$ cat config.mk
export PLATFORM = sky130hd
export DESIGN_NAME = cantime_base
export DESIGN_NICKNAME = d
export VERILOG_FILES = /design/src/rtl/cantime_pkg.sv /design/src/rtl/cantime_prescaler.sv /design/src/rtl/cantime_stamp.sv /design/src/rtl/cantime_timeout.sv /design/src/rtl/cantime_base.sv
export SDC_FILE = /design/constraint.sdc
export NUM_CORES = 1
export LEC_CHECK = 0
export ABC_AREA = 1
export BUFFER_PORTS_ARGS = -buffer_cell sky130_fd_sc_hd__buf_4
export CORE_MARGIN = 1
export CORE_UTILIZATION = 57
export DETAILED_ROUTE_END_ITERATION = 10
export PLACE_DENSITY = 0.87
export REMOVE_ABC_BUFFERS = 1
export SETUP_SLACK_MARGIN = 0.1
export SKIP_LAST_GASP = 1
export SYNTH_ARGS = -nofsm -noshare
export SYNTH_HDL_FRONTEND = slang
export SYNTH_SLANG_ARGS = --single-unit
$ cat constraint.sdc
create_clock -name clk -period 2.84 [get_ports clk]
set_input_delay 0.142 -clock clk [delete_from_list [all_inputs] [get_ports clk]]
set_output_delay 0.142 -clock clk [all_outputs]
set_load 0.005 [all_outputs]
$ cat src/rtl/cantime_pkg.sv
package cantime_pkg;

    typedef enum logic [1:0] {
        TS_ZERO   = 2'd0,
        TS_COUNT  = 2'd1,
        TS_EXTERN = 2'd2,
        TS_RSVD   = 2'd3
    } ts_src_e;

    typedef enum logic [1:0] {
        TO_OFF   = 2'd0,
        TO_ARMED = 2'd1,
        TO_RUN   = 2'd2,
        TO_DONE  = 2'd3
    } to_state_e;

endpackage

$ cat src/rtl/cantime_prescaler.sv
module cantime_prescaler #(
    parameter int PSC_W = 4
) (
    input  logic             clk,
    input  logic             rst_n,
    input  logic             bit_tick_i,
    input  logic             hold_i,
    input  logic             restart_i,
    input  logic [PSC_W-1:0] psc_i,
    output logic             unit_tick_o
);

    logic [PSC_W-1:0] cnt_q;

    assign unit_tick_o = bit_tick_i && !hold_i && !restart_i && (cnt_q == psc_i);

    always_ff @(posedge clk or negedge rst_n) begin
        if (!rst_n) begin
            cnt_q <= '0;
        end else if (hold_i || restart_i) begin
            cnt_q <= '0;
        end else if (bit_tick_i) begin
            cnt_q <= unit_tick_o ? '0 : cnt_q + 1'b1;
        end
    end

    // the prescaler count never runs past the programmed limit
    a_r1_count_bound: assert property (@(posedge clk) disable iff (!rst_n)
        cnt_q <= psc_i);

    // while held, the count sits at zero on the next cycle
    a_r1_hold_clears: assert property (@(posedge clk) disable iff (!rst_n)
        hold_i |=> cnt_q == '0);

endmodule

$ cat src/rtl/cantime_stamp.sv
module cantime_stamp
    import cantime_pkg::*;
#(
    parameter int CNT_W = 16
) (
    input  logic             clk,
    input  logic             rst_n,
    input  logic             unit_tick_i,
    input  ts_src_e          src_i,
    input  logic             val_we_i,
    input  logic [CNT_W-1:0] ext_i,
    input  logic             sof_i,
    input  logic             clr_i,
    output logic [CNT_W-1:0] value_o,
    output logic [CNT_W-1:0] capture_o,
    output logic             wrap_o
);

    localparam logic [CNT_W-1:0] ALL_ONES = '1;

    logic [CNT_W-1:0] ts_q, ts_d;
    logic [CNT_W-1:0] cap_q;
    logic             wrap_q, wrap_set;

    always_comb begin
        ts_d     = ts_q;
        wrap_set = 1'b0;
        unique case (src_i)
            TS_COUNT: begin
                if (val_we_i) begin
                    ts_d = '0;
                end else if (unit_tick_i) begin
                    ts_d     = ts_q + 1'b1;
                    wrap_set = (ts_q == ALL_ONES);
                end
            end
            TS_EXTERN: ts_d = ext_i;
            TS_ZERO,
            TS_RSVD:   ts_d = '0;
        endcase
    end

    always_ff @(posedge clk or negedge rst_n) begin
        if (!rst_n) begin
            ts_q   <= '0;
            cap_q  <= '0;
            wrap_q <= 1'b0;
        end else begin
            ts_q   <= ts_d;
            wrap_q <= wrap_set | (wrap_q & ~clr_i);
            if (sof_i) begin
                cap_q <= ts_q;
            end
        end
    end

    assign value_o   = ts_q;
    assign capture_o = cap_q;
    assign wrap_o    = wrap_q;

    // zero source keeps the counter at zero
    a_r2_zero_hold: assert property (@(posedge clk) disable iff (!rst_n)
        (src_i == TS_ZERO) |=> value_o == '0);

    // counting mode advances by exactly one per unit
    a_r3_step_one: assert property (@(posedge clk) disable iff (!rst_n)
        (src_i == TS_COUNT && unit_tick_i && !val_we_i) |=> value_o == $past(value_o) + 1'b1);

    // a wrap always raises the flag
    a_r3_wrap_flag: assert property (@(posedge clk) disable iff (!rst_n)
        (src_i == TS_COUNT && unit_tick_i && !val_we_i && value_o == ALL_ONES) |=> wrap_o);

    // a value write in counting mode clears the counter
    a_r4_write_clears: assert property (@(posedge clk) disable iff (!rst_n)
        (src_i == TS_COUNT && val_we_i) |=> value_o == '0);

    // external mode follows its input one cycle later
    a_r5_follow_ext: assert property (@(posedge clk) disable iff (!rst_n)
        (src_i == TS_EXTERN) |=> value_o == $past(ext_i));

    // start of frame latches the value seen in that cycle
    a_r6_capture: assert property (@(posedge clk) disable iff (!rst_n)
        sof_i |=> capture_o == $past(value_o));

    // the wrap flag holds until cleared
    a_r11_wrap_sticky: assert property (@(posedge clk) disable iff (!rst_n)
        (wrap_o && !clr_i) |=> wrap_o);

endmodule

$ cat src/rtl/cantime_timeout.sv
module cantime_timeout
    import cantime_pkg::*;
#(
    parameter int CNT_W    = 16,
    parameter int NUM_FIFO = 3,
    parameter int SEL_W    = $clog2(NUM_FIFO + 1)
) (
    input  logic                clk,
    input  logic                rst_n,
    input  logic                unit_tick_i,
    input  logic                cfg_we_i,
    input  logic                cfg_en_i,
    input  logic [SEL_W-1:0]    cfg_sel_i,
    input  logic [CNT_W-1:0]    cfg_period_i,
    input  logic                val_we_i,
    input  logic [NUM_FIFO-1:0] fifo_empty_i,
    input  logic [NUM_FIFO-1:0] fifo_store_i,
    input  logic                clr_i,
    output logic [CNT_W-1:0]    value_o,
    output logic                flag_o,
    output logic                en_o,
    output logic [SEL_W-1:0]    sel_o,
    output logic [CNT_W-1:0]    period_o
);

    to_state_e        st_q, st_d;
    logic [CNT_W-1:0] val_q, val_d;
    logic             flag_q, hit;
    logic             en_q;
    logic [SEL_W-1:0] sel_q;
    logic [CNT_W-1:0] period_q;
    logic             cont;
    logic             sel_empty, sel_store, drained;

    assign cont = (sel_q == '0);

    always_comb begin
        sel_empty = 1'b0;
        sel_store = 1'b0;
        for (int i = 0; i < NUM_FIFO; i++) begin
            if (sel_q == SEL_W'(i + 1)) begin
                sel_empty = fifo_empty_i[i];
                sel_store = fifo_store_i[i];
            end
        end
    end

    assign drained = !cont && sel_empty && !sel_store;

    // next state and counter value
    always_comb begin
        st_d  = st_q;
        val_d = val_q;
        hit   = 1'b0;
        if (cfg_we_i) begin
            val_d = cfg_period_i;
            if (!cfg_en_i) begin
                st_d = TO_OFF;
            end else if (cfg_sel_i == '0) begin
                st_d = TO_RUN;
            end else begin
                st_d = TO_ARMED;
            end
        end else begin
            unique case (st_q)
                TO_OFF: begin
                    val_d = period_q;
                end
                TO_ARMED: begin
                    val_d = period_q;
                    if (sel_store) begin
                        st_d = TO_RUN;
                    end
                end
                TO_RUN: begin
                    if (cont && val_we_i) begin
                        val_d = period_q;
                    end else if (drained) begin
                        st_d  = TO_ARMED;
                        val_d = period_q;
                    end else if (unit_tick_i) begin
                        if (val_q <= CNT_W'(1)) begin
                            val_d = '0;
                            st_d  = TO_DONE;
                            hit   = 1'b1;
                        end else begin
                            val_d = val_q - 1'b1;
                        end
                    end
                end
                TO_DONE: begin
                    if (cont && val_we_i) begin
                        st_d  = TO_RUN;
                        val_d = period_q;
                    end else if (drained) begin
                        st_d  = TO_ARMED;
                        val_d = period_q;
                    end
                end
            endcase
        end
    end

    // state register
    always_ff @(posedge clk or negedge rst_n) begin
        if (!rst_n) begin
            st_q     <= TO_OFF;
            val_q    <= '0;
            flag_q   <= 1'b0;
            en_q     <= 1'b0;
            sel_q    <= '0;
            period_q <= '0;
        end else begin
            st_q   <= st_d;
            val_q  <= val_d;
            flag_q <= hit | (flag_q & ~clr_i);
            if (cfg_we_i) begin
                en_q     <= cfg_en_i;
                sel_q    <= cfg_sel_i;
                period_q <= cfg_period_i;
            end
        end
    end

    // outputs
    always_comb begin
        value_o  = val_q;
        flag_o   = flag_q;
        en_o     = en_q;
        sel_o    = sel_q;
        period_o = period_q;
    end

    // disabled counter never raises the flag
    a_r7_off_quiet: assert property (@(posedge clk) disable iff (!rst_n)
        (st_q == TO_OFF && !flag_q) |=> !flag_o);

    // an expired counter sits at zero
    a_r8_done_zero: assert property (@(posedge clk) disable iff (!rst_n)
        (st_q == TO_DONE) |-> value_o == '0);

    // running counter steps down by one per unit
    a_r8_step_down: assert property (@(posedge clk) disable iff (!rst_n)
        (st_q == TO_RUN && unit_tick_i && !cfg_we_i && !val_we_i && !drained && val_q > CNT_W'(1))
        |=> value_o == $past(value_o) - 1'b1);

    // an armed counter holds the period
    a_r9_armed_period: assert property (@(posedge clk) disable iff (!rst_n)
        (st_q == TO_ARMED) |-> value_o == period_o);

    // the timeout flag holds until cleared
    a_r11_to_sticky: assert property (@(posedge clk) disable iff (!rst_n)
        (flag_o && !clr_i) |=> flag_o);

endmodule

$ cat src/rtl/cantime_base.sv
module cantime_base
    import cantime_pkg::*;
#(
    parameter int CNT_W    = 16,
    parameter int PSC_W    = 4,
    parameter int NUM_FIFO = 3,
    parameter int SEL_W    = $clog2(NUM_FIFO + 1)
) (
    input  logic                clk,
    input  logic                rst_n,
    input  logic                bit_tick_i,
    input  logic                sof_i,
    input  logic                init_i,
    input  logic                cce_i,
    input  logic                ts_cfg_we_i,
    input  logic [1:0]          ts_cfg_src_i,
    input  logic [PSC_W-1:0]    ts_cfg_psc_i,
    input  logic                ts_val_we_i,
    input  logic                to_cfg_we_i,
    input  logic                to_cfg_en_i,
    input  logic [SEL_W-1:0]    to_cfg_sel_i,
    input  logic [CNT_W-1:0]    to_cfg_period_i,
    input  logic                to_val_we_i,
    input  logic [CNT_W-1:0]    ext_count_i,
    input  logic [NUM_FIFO-1:0] fifo_empty_i,
    input  logic [NUM_FIFO-1:0] fifo_store_i,
    input  logic [1:0]          flag_clr_i,
    output logic [CNT_W-1:0]    ts_value_o,
    output logic [CNT_W-1:0]    ts_capture_o,
    output logic [CNT_W-1:0]    to_value_o,
    output logic                ts_wrap_flag_o,
    output logic                to_flag_o,
    output logic [1:0]          ts_src_o,
    output logic [PSC_W-1:0]    ts_psc_o,
    output logic                to_en_o,
    output logic [SEL_W-1:0]    to_sel_o,
    output logic [CNT_W-1:0]    to_period_o
);

    logic             unlocked;
    logic             ts_cfg_ok, to_cfg_ok;
    logic             unit_tick;
    ts_src_e          src_q;
    logic [PSC_W-1:0] psc_q;

    assign unlocked  = init_i && cce_i;
    assign ts_cfg_ok = ts_cfg_we_i && unlocked;
    assign to_cfg_ok = to_cfg_we_i && unlocked;

    always_ff @(posedge clk or negedge rst_n) begin
        if (!rst_n) begin
            src_q <= TS_ZERO;
            psc_q <= '0;
        end else if (ts_cfg_ok) begin
            src_q <= ts_src_e'(ts_cfg_src_i);
            psc_q <= ts_cfg_psc_i;
        end
    end

    assign ts_src_o = src_q;
    assign ts_psc_o = psc_q;

    cantime_prescaler #(.PSC_W(PSC_W)) u_psc (
        .clk         (clk),
        .rst_n       (rst_n),
        .bit_tick_i  (bit_tick_i),
        .hold_i      (init_i),
        .restart_i   (ts_cfg_ok),
        .psc_i       (psc_q),
        .unit_tick_o (unit_tick)
    );

    cantime_stamp #(.CNT_W(CNT_W)) u_stamp (
        .clk         (clk),
        .rst_n       (rst_n),
        .unit_tick_i (unit_tick),
        .src_i       (src_q),
        .val_we_i    (ts_val_we_i),
        .ext_i       (ext_count_i),
        .sof_i       (sof_i),
        .clr_i       (flag_clr_i[0]),
        .value_o     (ts_value_o),
        .capture_o   (ts_capture_o),
        .wrap_o      (ts_wrap_flag_o)
    );

    cantime_timeout #(.CNT_W(CNT_W), .NUM_FIFO(NUM_FIFO), .SEL_W(SEL_W)) u_to (
        .clk          (clk),
        .rst_n        (rst_n),
        .unit_tick_i  (unit_tick),
        .cfg_we_i     (to_cfg_ok),
        .cfg_en_i     (to_cfg_en_i),
        .cfg_sel_i    (to_cfg_sel_i),
        .cfg_period_i (to_cfg_period_i),
        .val_we_i     (to_val_we_i),
        .fifo_empty_i (fifo_empty_i),
        .fifo_store_i (fifo_store_i),
        .clr_i        (flag_clr_i[1]),
        .value_o      (to_value_o),
        .flag_o       (to_flag_o),
        .en_o         (to_en_o),
        .sel_o        (to_sel_o),
        .period_o     (to_period_o)
    );

    // locked configuration does not change outside the unlock window
    a_r10_ts_locked: assert property (@(posedge clk) disable iff (!rst_n)
        !(init_i && cce_i) |=> $stable(ts_src_o) && $stable(ts_psc_o));

    a_r10_to_locked: assert property (@(posedge clk) disable iff (!rst_n)
        !(init_i && cce_i) |=> $stable(to_en_o) && $stable(to_sel_o) && $stable(to_period_o));

endmodule

==> reports/metrics.csv, run 1 <==
metric,value,unit
synth_cells,647,
final_area,5890,sq um
netlist_area,4620,sq um
layout-drive-gt1-share,21.3,%
grt_overflow,0,
crit_path_top_delay_cell,nand2_1,
dp_hpwl,9900,um
p_sw_share,41.2,%
vias,4857,
synth_top_area_share,43.8,%
max_freq,465,MHz
place.gp.congestion,0.980,
finalSetupTns,0,ps
grt_max_degree,82,
die_h,92.1,um
maxSlewViolCount,0,
cts-root-buf,clkbuf_8,
synth_commonest_cells,"215 x nand2_1, 81 x dfrtp_1, 77 x inv_1",
grt_use_met1,39.6,%
r2r_cells,8,
wire_per_inst,14.9,um
setup_viol,0,
p_seq_share,38.0,%
die_x,92.1,um
cts_buffers,9,
finalNonFillerCells,883,
grt_use_total,32.4,%
path_cells,inv_1 -> nor2_1 -> nand2_1 -> inv_1 -> nand2_1 -> inv_2 -> a21oi_1 -> a22oi_1,
antenna_found_initial,0,
clock_latency,350,ps
antenna_cells,0,
clkPwrFrac,19.2,%
maxCapViolCount,0,
post_dp_cell_area,5650,sq um
ys_types,33,
multiInputGateArea,2180,sq um
num_io_pins,134,
synth_edf_count,0,
nets,839,
slowest_delay,400,ps
worstSetupStartpointType,flop,
hold_path.class,input pin to flop,
status,"finished, final reports clean",
synth_area_leaders,"dfrtp_1 44%, nand2_1 17%, inv_1 6.3%",
placedCellCount,864,
grt_pass1_vias,4714,
cts_post_setup_buffers_inserted,0,
period_needed,2150,ps
relSlewSlack,32.5,%
cts_sinks,81,
clockBufferDepth,2,
rr_startpoint,ts_src_o[0]$_DFFE_PN0P_,
ys_async_sr_fraction,100,%
core,7770,sq um
holdPathEnd,u_to.period_o[3]$_DFFE_PN0P_,
dp_slack,766,ps
seq_area_frac_synth,43.8,%
path_class,flop to flop,
area_growth_syn_to_layout,27.3,%
cts_tree,built,
viasPerCell,5.50,
cts.reportedPaths.clkPinSlew,90,ps
grt_busiest_layer,met2,
start_util,59.5,%
peakVddDrop,0.000534,V
yosys_most_used_dff,dfrtp_1,
min_period_over_period,75.8,%
die_area,8480,sq um
grt_pass1_wl,21400,um
htreeDepth,3,
port_buffers,133,
power.leakage,0.00314,uW
n_fill_cell,617,
power_switching,1870,uW
internal_power,2660,uW
drt-pass1-iter-count,4,
required,3110,ps
synth.most_common_cell,nand2_1,
drt_iter0_markers,307,
seqCellArea,2030,sq um
crit_arrival,2420,ps
netlist.top_cell.by_area,dfrtp_1,
p_comb_share,42.8,%
routed_wl,13200,um
setup_slack,687,ps
worst-r2r-setup-slack,690,ps
drc_errors,0,
cp_max_fo,16,
whs,12.3,ps
end_kind,flop,
synth_seq_cells,81,
min-delay-start,to_cfg_period_i[3],
ant_nets,0,
yosys_warnings,0,
reg2reg_to,u_stamp.value_o[8]$_DFFE_PN0P_,
syn_avg_cell_area,7.15,sq um
rsz0062_at_grt,false,
power_density,769,nW/um^2
met2_usage,55.7,%
use_met3,5.64,%
clock_skew,10.8,ps
rows,32,
hold_viol_final,0,
tightestPinTransition,1010,ps
min_path_cells,3,
-- cells by family after synthesis --
logic type | share of synthesized area [%]
AOI/OAI and AO/OA | 8.63
xor gates and xnor gates | 2.65
adders and majority gates | 1.08
buffers and inverters | 9.12
DFF | 43.8
muxes | 0.243
and+or+nand+nor | 34.4
-- timing repair --
item | in CTS | in global routing
endpoints found under the hold margin | 45 | 0
hold buffers | 3 | 0
resized for setup | 0 | 0
-- power by group through the flow --
| stage | clock network [uW] | logic, uW | registers [uW] |
|---|---|---|---|
| finish | 869 | 1940 | 1720 |
| global route | 930 | 2190 | 1760 |
| CTS | 876 | 1940 | 1720 |
| detailed placement | 0 | 1920 | 1730 |
| global placement | 0 | 1850 | 1730 |
| floorplan | 0 | 1150 | 1690 |
-- layout make-up --
| cell class | instances | area share (%) |
|---|---|---|
| clock buffers | 10 | 2.34 |
| clock inverters | 6 | 1.11 |
| inverters | 82 | 5.27 |
| multi-input cells | 464 | 37.0 |
| flip-flops and latches | 81 | 34.4 |
| well taps | 102 | 2.17 |
| repair buffers | 138 | 17.7 |
-- worst max-delay path: cells and delay by family, from the launching register on --
| family | cells | cell delay, ps |
|---|---|---|
| simple gates | 3 | 770 |
| flops | 1 | 370 |
| buf+inv | 3 | 690 |
| compound gates | 2 | 230 |
-- state kept, by name (all words and copies together) (netlist names), 4 cells and up --
signal and cells:
u_to.period_o 16, u_to.value_o 16, u_stamp.capture_o 16, u_stamp.value_o 16, ts_psc_o 4, u_psc.cnt_q 4
-- cells in the final DEF, fill, tap and decap left out, drive strengths merged, types with 2 or more instances in the layout --
master,netlist,routed
xnor2,2,2
nand3b,2,2
ha,4,4
buf,14,135
xor2,12,12
a21oi,40,40
clkbuf,6,10
o22ai,4,4
nand3,52,52
clkinv,0,3
o211ai,2,2
nor2,68,68
dlygate4sd3,0,3
a22oi,5,5
dfrtp,81,81
nor3,9,9
nand4,20,20
inv,82,83
nand2,218,218
o21ai,23,23
-- how the worst max path moves through the flow --
stage / cells past startpoint / slack, ps / to / startpoint
floorplan: 8 / 990 / u_to.value_o[15]$_DFFE_PN0P_ / u_to.sel_o[0]$_DFFE_PN0P_
global placement: 7 / 840 / u_stamp.value_o[6]$_DFFE_PN0P_ / ts_src_o[1]$_DFFE_PN0P_
detailed placement: 8 / 770 / u_stamp.value_o[8]$_DFFE_PN0P_ / ts_src_o[0]$_DFFE_PN0P_
CTS: 8 / 730 / u_stamp.value_o[8]$_DFFE_PN0P_ / ts_src_o[0]$_DFFE_PN0P_
global route: 8 / 450 / u_stamp.value_o[15]$_DFFE_PN0P_ / ts_src_o[0]$_DFFE_PN0P_
finish: 8 / 690 / u_stamp.value_o[8]$_DFFE_PN0P_ / ts_src_o[0]$_DFFE_PN0P_
-- per-layer routing --
metal  share of wire [%]  up-vias
li1                    -     2335
met1                  39     2233
met2                  50      249
met3                 7.4       40
met4                 3.5        0
met5                   0        -
-- through the flow --
| stage | power, uW | utilization (%) |
|---|---|---|
| global placement | 3580 | 72.8 |
| detailed placement | 3650 | 72.8 |
| finish | 4530 | 75.8 |
| CTS | 4530 | 75.8 |
| global route | 4870 | 75.8 |
| floorplan | 2830 | - |
No activity file was read; power rests on OpenSTA's default activity.
==> run 2, diff against run 1 <==
Settings changed: CORE_UTILIZATION 57 to 52, PLACE_DENSITY 0.87 to 0.8.
Clock period 2.84 ns to 2.1 ns, I/O delays scaled along.
==> run 2 against run 1 <==
  * Die area increased by 9.4%
  * Maximum frequency increased by 17%
  * Via count increased by 1.1%
  * Register-to-register slack got worse by 420 ps
  * Clock skew increased by 2.0 ps
  * Highest routed layer unchanged
==> reports/metrics.csv, run 2 (synthesis results as in run 1) <==
metric,value,unit,change
antenna_found_initial,0,,unchanged
finalSetupTns,0,ps,unchanged
hold_path.class,input pin to flop,,
grt_use_total,29.9,%,-2.5 points
clock_latency,360,ps,about the same
setup_viol,0,,unchanged
peakVddDrop,0.000668,V,+25%
cts-root-buf,clkbuf_8,,
power.total,6070,uW,+34%
tightestPinTransition,606,ps,-405 ps
clock_skew,12.7,ps,+1.96 ps
end_kind,flop,,
min_path_cells,3,,unchanged
hold_viol_final,0,,unchanged
path_cells,inv_2 -> nand3_1 -> nand3_1 -> nand2_4 -> nand3b_1 -> nand2_4 -> nand2_8 -> inv_4 -> nand2_1 -> nand2_1 -> inv_1,,
cts_tree,built,,
start_util,53.3,%,-6.2 points
mostFrequentLayoutCell,nand2_1,,
rows,34,,+6.3%
nets,868,,+3.5%
max_freq,545,MHz,+17%
required,2360,ps,-750 ps
routed_wl,13300,um,+1.1%
relSlewSlack,59.6,%,+27 points
die_h,96.3,um,+4.6%
r2r_cells,11,,+3
power_density,987,nW/um^2,+28%
vias,4910,,+1.1%
drc_errors,0,,unchanged
place.gp.congestion,0.918,,-6.3%
period_needed,1840,ps,-317 ps
grt_overflow,0,,unchanged
ant_nets,0,,unchanged
grt_pass1_wl,21100,um,-1.7%
wire_per_inst,14.5,um,-2.7%
maxCapViolCount,0,,unchanged
area_growth_syn_to_layout,33.0,%,
min_period_over_period,87.4,%,+12 points
cp_max_fo,17,,+1
crit_path_top_delay_cell,dfrtp_1,,
num_io_pins,134,,unchanged
core,8680,sq um,+12%
die_area,9270,sq um,+9.4%
worstSetupStartpointType,flop,,
dp_hpwl,9620,um,-2.8%
viasPerCell,5.35,,-2.7%
cp_num_cells,11,,+3
status,"finished, final reports clean",,
cts_buffers,9,,unchanged
port_buffers,133,,unchanged
die_x,96.3,um,+4.6%
drt_iter0_markers,247,,-20%
htreeDepth,3,,unchanged
critPathTopFamily,simple AND/OR/NAND/NOR gates,,
rsz0062_at_grt,false,,
final_cell_mix,"214 x nand2_1, 146 x buf_4, 81 x dfrtp_1",,
worst-path-buf-inv,3,,unchanged
whs,5.20,ps,-7.09 ps
clockBufferDepth,2,,unchanged
crit_arrival,2100,ps,-320 ps
cts.reportedPaths.clkPinSlew,90,ps,about the same
layout-drive-gt1-share,22.5,%,+1.2 points
slowest_delay,470,ps,+70 ps
grt_max_degree,45,,-45%
power.leakage,0.00325,uW,+3.6%
path_class,flop to flop,,
grt_pass1_vias,4660,,-1.1%
maxSlewViolCount,0,,unchanged
antenna_cells,0,,unchanged
cts_sinks,81,,unchanged
drt-pass1-iter-count,5,,+1
[run 2: changes by cell type in the layout (fill, tap and decap cells not counted), sizes merged]
cell and delta:
buf +12, bufinv -1, clkinvlp +1, dlygate4sd3 +17, inv -1
[run 2: what timing repair did]
| item | CTS | global route |
|---|---|---|
| endpoints found under the setup margin | 0 | 20 |
| resized for setup | 0 | 7 |
| buffers inserted | 0 | 1 |
| endpoints found under the hold margin | 61 | 0 |
| hold buffers | 20 | 0 |
[run 2: area by class of cell]
class | instances | area [sq um]
sequential | 81 | 2030
fill | 713 | 2530
multi-input combinational | 464 | 2200
inverter | 82 | 310
tap | 108 | 135
clock buffer | 10 | 128
timing repair buffer | 167 | 1320
clock inverter | 5 | 33.8
[run 2: layer usage]
metal	up-vias	part of all wire (%)	track usage, %
met5	-	0	0
met4	0	4.5	18.0
met3	47	7.3	4.42
met2	239	47	50.1
met1	2250	41	36.3
li1	2374	-	-
[run 2: stage by stage]
| step | instance area (sq um) | instances | setup WS, ps | util (%) |
|---|---|---|---|---|
| floorplan | 4510 | 627 | 247 | - |
| CTS | 6110 | 916 | 189 | 70.4 |
| detailed placement | 5740 | 881 | 205 | 66.2 |
| global route | 6150 | 917 | 91.6 | 70.8 |
| global placement | 5740 | 881 | 283 | 66.2 |
| finish | 6150 | 917 | 264 | 70.8 |
[run 2: tightest hold or removal path, cell delays in order]
cell	delay, ps
buf_4	80
nor2_1	30
a21oi_1	110
[run 2: report_power, final]
group / leakage (uW) / switching (uW) / total (uW) / internal, uW
combinational: 0.00216 / 1530 / 2730 / 1190
sequential: 0.00101 / 410 / 2320 / 1910
clock: 0.0000781 / 600 / 1020 / 421
[run 2: path summary, 6_finish.rpt]
path,to,slack (ps),startpoint
setup / recovery,u_to.value_o[0]$_DFFE_PN0P_,260,u_to.sel_o[1]$_DFFE_PN0P_
hold / removal,ts_psc_o[0]$_DFFE_PN0P_,5,ts_cfg_psc_i[0]
setup reg to reg,u_to.value_o[0]$_DFFE_PN0P_,260,u_to.sel_o[1]$_DFFE_PN0P_
hold reg to reg,u_to.en_o$_DFFE_PN0P_,510,u_to.en_o$_DFFE_PN0P_
max in group asynchronous,u_to.period_o[0]$_DFFE_PN0P_,1110,rst_n
min in group asynchronous,u_stamp.capture_o[14]$_DFFE_PN0P_,280,rst_n
